--- config.mk ---
export PLATFORM = sky130hd
export DESIGN_NAME = i2c_byte_master
export DESIGN_NICKNAME = d
export VERILOG_FILES = /design/src/rtl/i2c_bm_pkg.sv /design/src/rtl/i2c_bm_qtick.sv /design/src/rtl/i2c_bm_shreg.sv /design/src/rtl/i2c_byte_master.sv
export SDC_FILE = /design/constraint.sdc
export NUM_CORES = 1
export LEC_CHECK = 0
export ABC_AREA = 1
export BUFFER_PORTS_ARGS = -buffer_cell sky130_fd_sc_hd__buf_2
export CORE_MARGIN = 2
export CORE_UTILIZATION = 31
export DETAILED_ROUTE_END_ITERATION = 7
export HOLD_SLACK_MARGIN = 0.06
export PLACE_DENSITY = 0.53
export SLEW_MARGIN = 15
export SYNTH_ARGS = -nofsm -noshare
export SYNTH_HDL_FRONTEND = slang
export SYNTH_SLANG_ARGS = --single-unit
--- constraint.sdc ---
create_clock -name clk -period 1.9 [get_ports clk]
set_clock_uncertainty 0.05 [all_clocks]
set_input_delay 0.19 -clock clk [delete_from_list [all_inputs] [get_ports clk]]
set_output_delay 0.19 -clock clk [all_outputs]
set_load 0.02 [all_outputs]
--- src/rtl/i2c_bm_pkg.sv ---
// Shared command codes and controller state encoding for the I2C byte master.
// Assumes a 3-bit command field on the host side.
package i2c_bm_pkg;

    localparam logic [2:0] CMD_START = 3'd1;
    localparam logic [2:0] CMD_WRITE = 3'd2;
    localparam logic [2:0] CMD_READ  = 3'd3;
    localparam logic [2:0] CMD_STOP  = 3'd4;

    typedef enum logic [1:0] {
        ST_IDLE,
        ST_START,
        ST_BYTE,
        ST_STOP
    } bm_state_t;

endpackage

--- src/rtl/i2c_bm_qtick.sv ---
// Quarter-period timer: emits a one-cycle tick every div_cfg+1 enabled clocks.
// Assumes div_cfg is held steady while the timer is running; clr restarts it.
module i2c_bm_qtick #(
    parameter int DIV_W = 16
) (
    input  logic             clk,
    input  logic             rst_n,
    input  logic             clr,
    input  logic             en,
    input  logic [DIV_W-1:0] div_cfg,
    output logic             tick
);

    logic [DIV_W-1:0] cnt;

    // Tick fires on the last enabled clock of a quarter.
    assign tick = en && (cnt == div_cfg);

    // Count enabled clocks, wrapping at the programmed limit.
    always_ff @(posedge clk) begin
        if (!rst_n || clr) begin
            cnt <= '0;
        end else if (tick) begin
            cnt <= '0;
        end else if (en) begin
            cnt <= cnt + DIV_W'(1);
        end
    end

endmodule

--- src/rtl/i2c_bm_shreg.sv ---
// MSB-first shift register shared by transmit and receive.
// Assumes load and shift are never asserted in the same cycle.
module i2c_bm_shreg #(
    parameter int W = 8
) (
    input  logic         clk,
    input  logic         rst_n,
    input  logic         load,
    input  logic [W-1:0] load_val,
    input  logic         shift,
    input  logic         ser_in,
    output logic [W-1:0] data,
    output logic         msb
);

    assign msb = data[W-1];

    // Load a fresh byte or move one bit toward the MSB, filling from ser_in.
    always_ff @(posedge clk) begin
        if (!rst_n) begin
            data <= '0;
        end else if (load) begin
            data <= load_val;
        end else if (shift) begin
            data <= {data[W-2:0], ser_in};
        end
    end

endmodule

--- src/rtl/i2c_byte_master.sv ---
// I2C byte-level master. Runs one host command at a time: START/repeated
// START, write byte, read byte, STOP. Every bit is four quarters: SCL low,
// SCL low (SDA updated on entry), SCL high, SCL high (SDA sampled on entry,
// i.e. mid high phase). The ninth bit carries the acknowledge in the
// direction set by the command. Assumes a single master; the high-phase
// quarters only advance once SCL reads back high.
module i2c_byte_master
    import i2c_bm_pkg::*;
#(
    parameter int DIV_W  = 16,
    parameter int DATA_W = 8
) (
    input  logic              clk,
    input  logic              rst_n,
    input  logic [DIV_W-1:0]  div_cfg,
    input  logic              cmd_valid,
    input  logic [2:0]        cmd_code,
    input  logic              cmd_last,
    input  logic [DATA_W-1:0] wr_data,
    output logic              cmd_ready,
    output logic [DATA_W-1:0] rd_data,
    output logic              ack_bit,
    output logic              ack_error,
    input  logic              scl_in,
    output logic              scl_oe,
    input  logic              sda_in,
    output logic              sda_oe
);

    localparam int              BIT_W    = $clog2(DATA_W + 1);
    localparam logic [BIT_W-1:0] ACK_SLOT = BIT_W'(DATA_W);

    bm_state_t          state;
    logic [1:0]         quarter;
    logic [BIT_W-1:0]   bit_idx;
    logic               rd_mode;
    logic               last_flag;
    logic               bus_held;
    logic               tick;
    logic               tmr_en;
    logic               sh_load;
    logic               sh_shift;
    logic [DATA_W-1:0]  sh_data;
    logic               sh_msb;
    logic               byte_ok;
    logic               at_ack;

    assign cmd_ready = (state == ST_IDLE);
    assign at_ack    = (bit_idx == ACK_SLOT);
    assign byte_ok   = bus_held && !ack_error;

    // Timer runs while busy; high quarters wait for SCL to read high.
    assign tmr_en = (state != ST_IDLE) && !(quarter[1] && !scl_oe && !scl_in);

    // Load shift register on accepted byte commands; shift at each data sample.
    assign sh_load  = cmd_ready && cmd_valid && byte_ok &&
                      (cmd_code == CMD_WRITE || cmd_code == CMD_READ);
    assign sh_shift = (state == ST_BYTE) && tick && (quarter == 2'd2) && !at_ack;

    i2c_bm_qtick #(.DIV_W(DIV_W)) u_qtick (
        .clk     (clk),
        .rst_n   (rst_n),
        .clr     (cmd_ready),
        .en      (tmr_en),
        .div_cfg (div_cfg),
        .tick    (tick)
    );

    i2c_bm_shreg #(.W(DATA_W)) u_shreg (
        .clk      (clk),
        .rst_n    (rst_n),
        .load     (sh_load),
        .load_val ((cmd_code == CMD_READ) ? {DATA_W{1'b1}} : wr_data),
        .shift    (sh_shift),
        .ser_in   (sda_in),
        .data     (sh_data),
        .msb      (sh_msb)
    );

    // Command sequencer: accepts commands and steps line enables per quarter.
    always_ff @(posedge clk) begin
        if (!rst_n) begin
            state     <= ST_IDLE;
            quarter   <= 2'd0;
            bit_idx   <= '0;
            rd_mode   <= 1'b0;
            last_flag <= 1'b0;
            bus_held  <= 1'b0;
            scl_oe    <= 1'b0;
            sda_oe    <= 1'b0;
            ack_bit   <= 1'b0;
            ack_error <= 1'b0;
            rd_data   <= '0;
        end else begin
            case (state)
                ST_IDLE: begin
                    if (cmd_valid) begin
                        quarter <= 2'd0;
                        bit_idx <= '0;
                        case (cmd_code)
                            CMD_START: begin
                                state     <= ST_START;
                                ack_error <= 1'b0;
                            end
                            CMD_WRITE: begin
                                if (byte_ok) begin
                                    state   <= ST_BYTE;
                                    rd_mode <= 1'b0;
                                end
                            end
                            CMD_READ: begin
                                if (byte_ok) begin
                                    state     <= ST_BYTE;
                                    rd_mode   <= 1'b1;
                                    last_flag <= cmd_last;
                                end
                            end
                            CMD_STOP: begin
                                if (bus_held) begin
                                    state <= ST_STOP;
                                end
                            end
                            default: ;
                        endcase
                    end
                end
                ST_START: begin
                    if (tick) begin
                        quarter <= quarter + 2'd1;
                        case (quarter)
                            2'd0: sda_oe <= 1'b0;
                            2'd1: scl_oe <= 1'b0;
                            2'd2: sda_oe <= 1'b1;
                            default: begin
                                scl_oe   <= 1'b1;
                                bus_held <= 1'b1;
                                state    <= ST_IDLE;
                            end
                        endcase
                    end
                end
                ST_STOP: begin
                    if (tick) begin
                        quarter <= quarter + 2'd1;
                        case (quarter)
                            2'd0: sda_oe <= 1'b1;
                            2'd1: scl_oe <= 1'b0;
                            2'd2: sda_oe <= 1'b0;
                            default: begin
                                bus_held <= 1'b0;
                                state    <= ST_IDLE;
                            end
                        endcase
                    end
                end
                ST_BYTE: begin
                    if (tick) begin
                        quarter <= quarter + 2'd1;
                        case (quarter)
                            2'd0: begin
                                if (at_ack) begin
                                    sda_oe <= rd_mode && !last_flag;
                                end else begin
                                    sda_oe <= !rd_mode && !sh_msb;
                                end
                            end
                            2'd1: scl_oe <= 1'b0;
                            2'd2: begin
                                if (at_ack) begin
                                    ack_bit <= sda_in;
                                    if (!rd_mode && sda_in) begin
                                        ack_error <= 1'b1;
                                    end
                                end
                            end
                            default: begin
                                scl_oe <= 1'b1;
                                if (at_ack) begin
                                    state <= ST_IDLE;
                                    if (rd_mode) begin
                                        rd_data <= sh_data;
                                    end
                                end else begin
                                    bit_idx <= bit_idx + BIT_W'(1);
                                end
                            end
                        endcase
                    end
                end
                default: state <= ST_IDLE;
            endcase
        end
    end

endmodule

# After elaboration in Yosys (flattened, before gate mapping)
# Cells that the tools add are included.
[word_totals]
latch_bits = 0
memories = 0
regBits = 47
inputBits = 33
mem_bits_rw = 0
word_cells = 155
romBits = 0
[classes]
reduce_logical = 52
n_addsub = 3
n_mux = 49
n_lt_le_gt_ge = 0
n_eq_ne = 37
shifts = 0
div_mod_pow = 0
n_mul = 0
n_bitwise = 1
[op_table]
columns = ["cell", "n"]
rows = [
  ["!= test 2 bit (second input constant)", 14],
  ["AND reduction 5 bit", 5],
  ["two-way mux 8 bit", 3],
  ["two-way mux 1 bit", 20],
  ["two-way mux 2 bit", 10],
  ["adder 16 x 1 -> 16 bit (second input constant)", 1],
  ["equality test 16 bit", 1],
  ["two-way mux 4 bit", 4],
  ["logical AND 1 bit", 14],
  ["!= test 2 x 1 -> 1 bit (second input constant)", 7],
  ["case mux 1 bit (2 select lines)", 7],
  ["AND reduction 7 bit", 2],
  ["case mux 2 bit (3 select lines)", 2],
  ["nonzero test 2 bit", 6],
  ["OR reduction 2 bit", 5],
  ["zero test 1 bit", 9],
  ["!= test 3 bit (second input constant)", 3],
  ["AND reduction 9 bit", 1],
  ["case mux 4 bit (2 select lines)", 1],
  ["AND reduction 4 bit", 2],
  ["equality test 2 bit (second input constant)", 3],
  ["equality test 3 x 2 -> 1 bit (second input constant)", 2],
  ["OR reduction 3 bit", 2],
  ["adder 4 x 1 -> 4 bit (second input constant)", 1],
  ["14 further kinds", 17],
]

# Longest topological paths before layout
[logic_depth]
depth_word = 11
mapped_depth = 13
ltp_nobuf = 13

# By module
# Synthesis repeated with hierarchy kept, for this count alone.
[unflattened]
hier_cells = 492
area_unflattened_um2 = 3149.3
[by_module_without_submodules]
columns = ["module", "seq_area_each_um2", "n_inst", "cells_each", "area_each_um2"]
rows = [
  ["i2c_byte_master", 460.4, 1, 216, 1455.1],
  ["i2c_bm_qtick", 320.3, 1, 212, 1275.0],
  ["i2c_bm_shreg", 160.2, 1, 64, 419.2],
]

# Least setup slack after synthesis
# OpenSTA, ideal clock, no wires.
[synth_path]
path_kind = "register -> register"
startpoint = "reg state[0]"
endpoint = "reg rd_data[6]"
slack_ps = -181
period_less_slack_ps = 2081
setup_time_ps = 116
t_arrival_ps = 1914
stages_incl_launch_ff = 14
cell_sequence = "dfxtp_1 > inv_1 > ha_1 > inv_2 > nand2_2 > inv_2 > nand2_1 > nor2_2 > nand3_4 > nor2_4 > nand2_2 > buf_6 > o21ai_1 > a21oi_1"
[synth_between]
elab_chain_len = 4
elab_cells_between_ends = 5
cone_classes = "eq/ne: 1; reduce/logical: 4"
[synth_lines]
columns = ["item", "line_no", "rtl"]
rows = [
  ["start, declared", "i2c_byte_master.sv:33", "bm_state_t state;"],
  ["start signal, assigned", "i2c_byte_master.sv:83", "state <= ST_IDLE;"],
  ["start signal, assigned", "i2c_byte_master.sv:102", "state <= ST_START;"],
  ["start signal, assigned", "i2c_byte_master.sv:107", "state <= ST_BYTE;"],
  ["nonzero test 2 bit", "i2c_byte_master.sv:53", "assign tmr_en = (state != ST_IDLE) && !(quarter[1] && !scl_oe && !scl_in);"],
  ["logical AND 1 bit", "i2c_byte_master.sv:53", ""],
  ["logical AND 1 bit", "i2c_bm_qtick.sv:17", "assign tick = en && (cnt == div_cfg);"],
  ["AND reduction 5 bit (no source line) (*)", "--", ""],
  ["end signal, assigned", "i2c_byte_master.sv:181", "rd_data <= sh_data;"],
  ["end, declared", "i2c_byte_master.sv:21", "output logic [DATA_W-1:0] rd_data,"],
]
# Every way passes the cells marked *; elsewhere a longest branch is shown, timed or not.
# A chain may end at the register's enable or synchronous reset.

# Final worst setup path
[layout_path]
startpoint = "reg state[1]"
endpoint = "reg u_shreg.data[2]"
[layout_between]
elab_chain_len = 7
elab_cells_between_ends = 13
cone_classes = "eq/ne: 1; mux: 1; reduce/logical: 11"
[layout_lines]
columns = ["item", "line_no", "rtl"]
rows = [
  ["nonzero test 2 bit", "i2c_byte_master.sv:53", ""],
  ["logical AND 1 bit", "i2c_byte_master.sv:53", ""],
  ["logical AND 1 bit", "i2c_bm_qtick.sv:17", ""],
  ["logical AND 1 bit (3 in series)", "i2c_byte_master.sv:58", "assign sh_shift = (state == ST_BYTE) && tick && (quarter == 2'd2) && !at_ack;"],
  ["nonzero test 2 bit (no source line)", "--", ""],
  ["end signal, assigned", "i2c_bm_shreg.sv:23", "data <= load_val;"],
  ["end signal, assigned", "i2c_bm_shreg.sv:25", "data <= {data[W-2:0], ser_in};"],
  ["end, declared", "i2c_bm_shreg.sv:12", "output logic [W-1:0] data,"],
]
# Several ways; a longest one is shown, not always the timed one.

==> flow_summary.toml <==
[floorplanning]
num_io_pins = 46
rows = 34
core-area_um2 = 8636
start_util_pct = 31.66
fp.dieW_um = 97.91
dieHeight_um = 97.91
die_area_um2 = 9586

[layout]
drive_gt1_share_pct = 26.12
nFillCells = 925
seq_area_um2 = 959.7
layout_commonest_cell = "nand2_1"
antenna_cells = 0
mostFrequentLayoutCells = "89 x nand2_1, 57 x nor2_1, 56 x inv_1, 45 x buf_2, 38 x dfxtp_1"
multi_input_area_um2 = 1605
nNetsFinal = 534
fin_area_um2 = 3533
syn_to_final_growth_pct = 29.24

[grt]
grt_pass1_vias = 2493
antenna_found_initial = 0
grt_max_degree = 17
grt.total_usage_pct = 14.31
grt_first_pass_wirelength_um = 11350
gr-total-overflow = 0

[worst_hold_path]
hold_end = "last_flag$_SDFFE_PN0P_"
hold_path_depth = 3
hold_path.startpoint = "cmd_last"
hold_class = "in2reg"

[routing]
route.detailed.drc = 0
wl_um = 6667
routedWlPerCell_um = 11.15
ant_nets = 0
drtPass1Iterations = 4
drt_iter0_drc = 58
vias = 2740
drt-vias-per-instance = 4.582

[timing]
finalCritPeriodShare_pct = 96.05
fmax_mhz = 548.0
whs_ns = 0.1104
maxSlewHeadroom_pct = 72.04
rsz0062_at_grt = "yes"
slew_viol_final = 0
period_needed_ns = 1.825
setup_slack_ns = 0.07511
hold_viol = 0
worst_pin_slew_ns = 0.4189
finalSetupViolations = 0

[synth]
muxShareOfSynthArea_pct = 0
ys_ff_latch = 47
synth_top_area_cell = "dfxtp_1"
ys_seq_area_share_pct = 34.42
synth_top_family_by_area = "simple AND/OR/NAND/NOR gates"
synth-simple-area-share_pct = 32.04
synthXorXnorAreaFrac_pct = 5.446
yosys.cell_types.count = 31
synthTopCellsByArea = "dfxtp_1 34%, nand2_1 12%, nor2_1 8.5%, inv_1 8.0%, a21oi_1 6.6%"
synth_compound_area_share_pct = 12.81
synth_top_area_share_pct = 34.42
postSynthAreaPerCell_um2 = 6.668
syn_inst = 410
syn_nets = 455
yosysWarnings = 0
synthAdderAreaFrac_pct = 5.492
synth_area_um2 = 2734

[place]
io_buffers = 45
gp_congestion = 0.8770
pre_cts_slack_ns = -0.04062
placed_area_um2 = 3258
post-dp-hpwl_um = 5043

[setup_path]
reg2reg_slack_ns = 0.08
crit_arrival_ns = 2.03
crit_type = "reg2reg"
end_kind = "flop"
r2r-end = "u_shreg.data[2]$_SDFFE_PN0P_"
cp_max_fo = 5
ff2ff_path_depth = 12
worstPathRequired_ns = 2.10
r2r_start = "state[1]$_SDFFE_PN0P_"
critPathLaunchType = "flop"

[job]
cap_viol_max_count = 0

[outcome]
status = "finished, final reports clean"

[power_and_ir_drop]
ir_drop_mv = 0.4828
p_leak_nw = 1.566
power.density_nw_per_um2 = 861.8

[clock_network]
cts_tree = "done"
cts-root-buf = "clkbuf_8"
cts_buffers = 5
clock_path_buffers = 2
htree_levels = 2
clock_latency_ns = 0.31
cts.reportedPaths.clkPinSlew_ns = 0.10
cts.sinks = 47
==> worst max-delay path, stage by stage, from the launching register on <==
cell and delay, ns:
dfxtp_2 0.37, inv_2 0.05, ha_4 0.15, inv_2 0.05, nand2_2 0.06, inv_2 0.06, nand2_2 0.06, nor2_4 0.13
nand3_4 0.14, nor3_4 0.31, buf_4 0.17, o21ai_1 0.05, a21oi_1 0.11
==> cell families (layout without fill, tap and decap cells) <==
group,Yosys count,count (layout)
xor gates and xnor gates,17,17
DFF,47,47
AOI/OAI and AO/OA,66,66
and+or+nand+nor,199,200
buffers and inverters,69,148
adders and majority gates,12,12
==> through the flow <==
step	utilization, %	cells	TNS [ns]	power (mW)
floorplan	-	410	0	1.811
global placement	37.73	579	-0.05311	2.187
detailed placement	37.73	579	-0.1569	2.189
CTS	39.15	587	0	2.990
global route	40.92	598	-0.5551	3.306
finish	40.92	598	0	3.045
==> worst max path at each step <==
stage / start / end / slack, ns
floorplan: state[1]$_SDFFE_PN0P_ / rd_data[6]$_SDFFE_PN0P_ / 0.006
finish: state[1]$_SDFFE_PN0P_ / u_shreg.data[2]$_SDFFE_PN0P_ / 0.08
global route: state[1]$_SDFFE_PN0P_ / bit_idx[2]$_SDFFE_PN0P_ / -0.07
global placement: state[1]$_SDFFE_PN0P_ / state[1]$_SDFFE_PN0P_ / -0.03
CTS: state[0]$_SDFFE_PN0P_ / rd_data[4]$_SDFFE_PN0P_ / 0.003
detailed placement: state[0]$_SDFFE_PN0P_ / rd_data[3]$_SDFFE_PN0P_ / -0.04
==> flip-flops by register name (all words and copies together), names as in the netlist <==
name          flops
u_qtick.cnt      16
rd_data           8
u_shreg.data      8
bit_idx           4
quarter           2
state             2
ack_bit           1
ack_error         1
bus_held          1
last_flag         1
rd_mode           1
scl_oe            1
sda_oe            1
==> routing by layer <==
metal	part of all wire, %	track usage (%)
met1	47	19.17
met2	47	23.08
met3	4.6	3.006
met4	1.5	4.594
met5	0	0
==> final cells by class <==
class,count,area share (%)
flip-flops and latches,47,27.16
clock buffers,5,1.948
multi-input cells,295,45.43
clock inverters,3,1.346
repair buffers,77,13.53
well taps,108,3.824
inverters,63,6.763
==> cell usage after synthesis <==
library cell  instances
nand2_2               3
o31ai_1               1
nor2_4                2
o211ai_1              1
buf_2                 1
inv_2                 5
ha_1                 12
inv_1                58
o21ai_0              20
xnor2_1               7
nor3_1                4
o22ai_1               2
nand2_1              90
a32oi_1               1
nor3b_1               1
or2_2                 5
a21oi_1              36
clkbuf_1              4
a31oi_1               1
nand4_1               8
nor2_2                3
nand3_4               1
xor2_1               10
buf_6                 1
nor2_1               62
nand3_1              16
nand3b_1              3
dfxtp_1              47
o22a_1                2
o21ai_1               2
nor3_4                1
==> report_power, final <==
group | leakage [nW] | total, mW | internal, mW | switching [mW]
sequential | 0.384 | 1.08 | 1.04 | 0.0454
clock | 0.0587 | 0.778 | 0.399 | 0.379
combinational | 1.12 | 1.19 | 0.502 | 0.684
==> timing repair <==
| item | in CTS | in global routing |
|---|---|---|
| pin swaps | 0 | 6 |
| cloned | 0 | 1 |
| endpoints found under the setup margin | 7 | 30 |
| hold buffers | 0 | 0 |
| resized for setup | 2 | 29 |
| setup buffers | 0 | 10 |
Power figures use the tool's default switching activity.
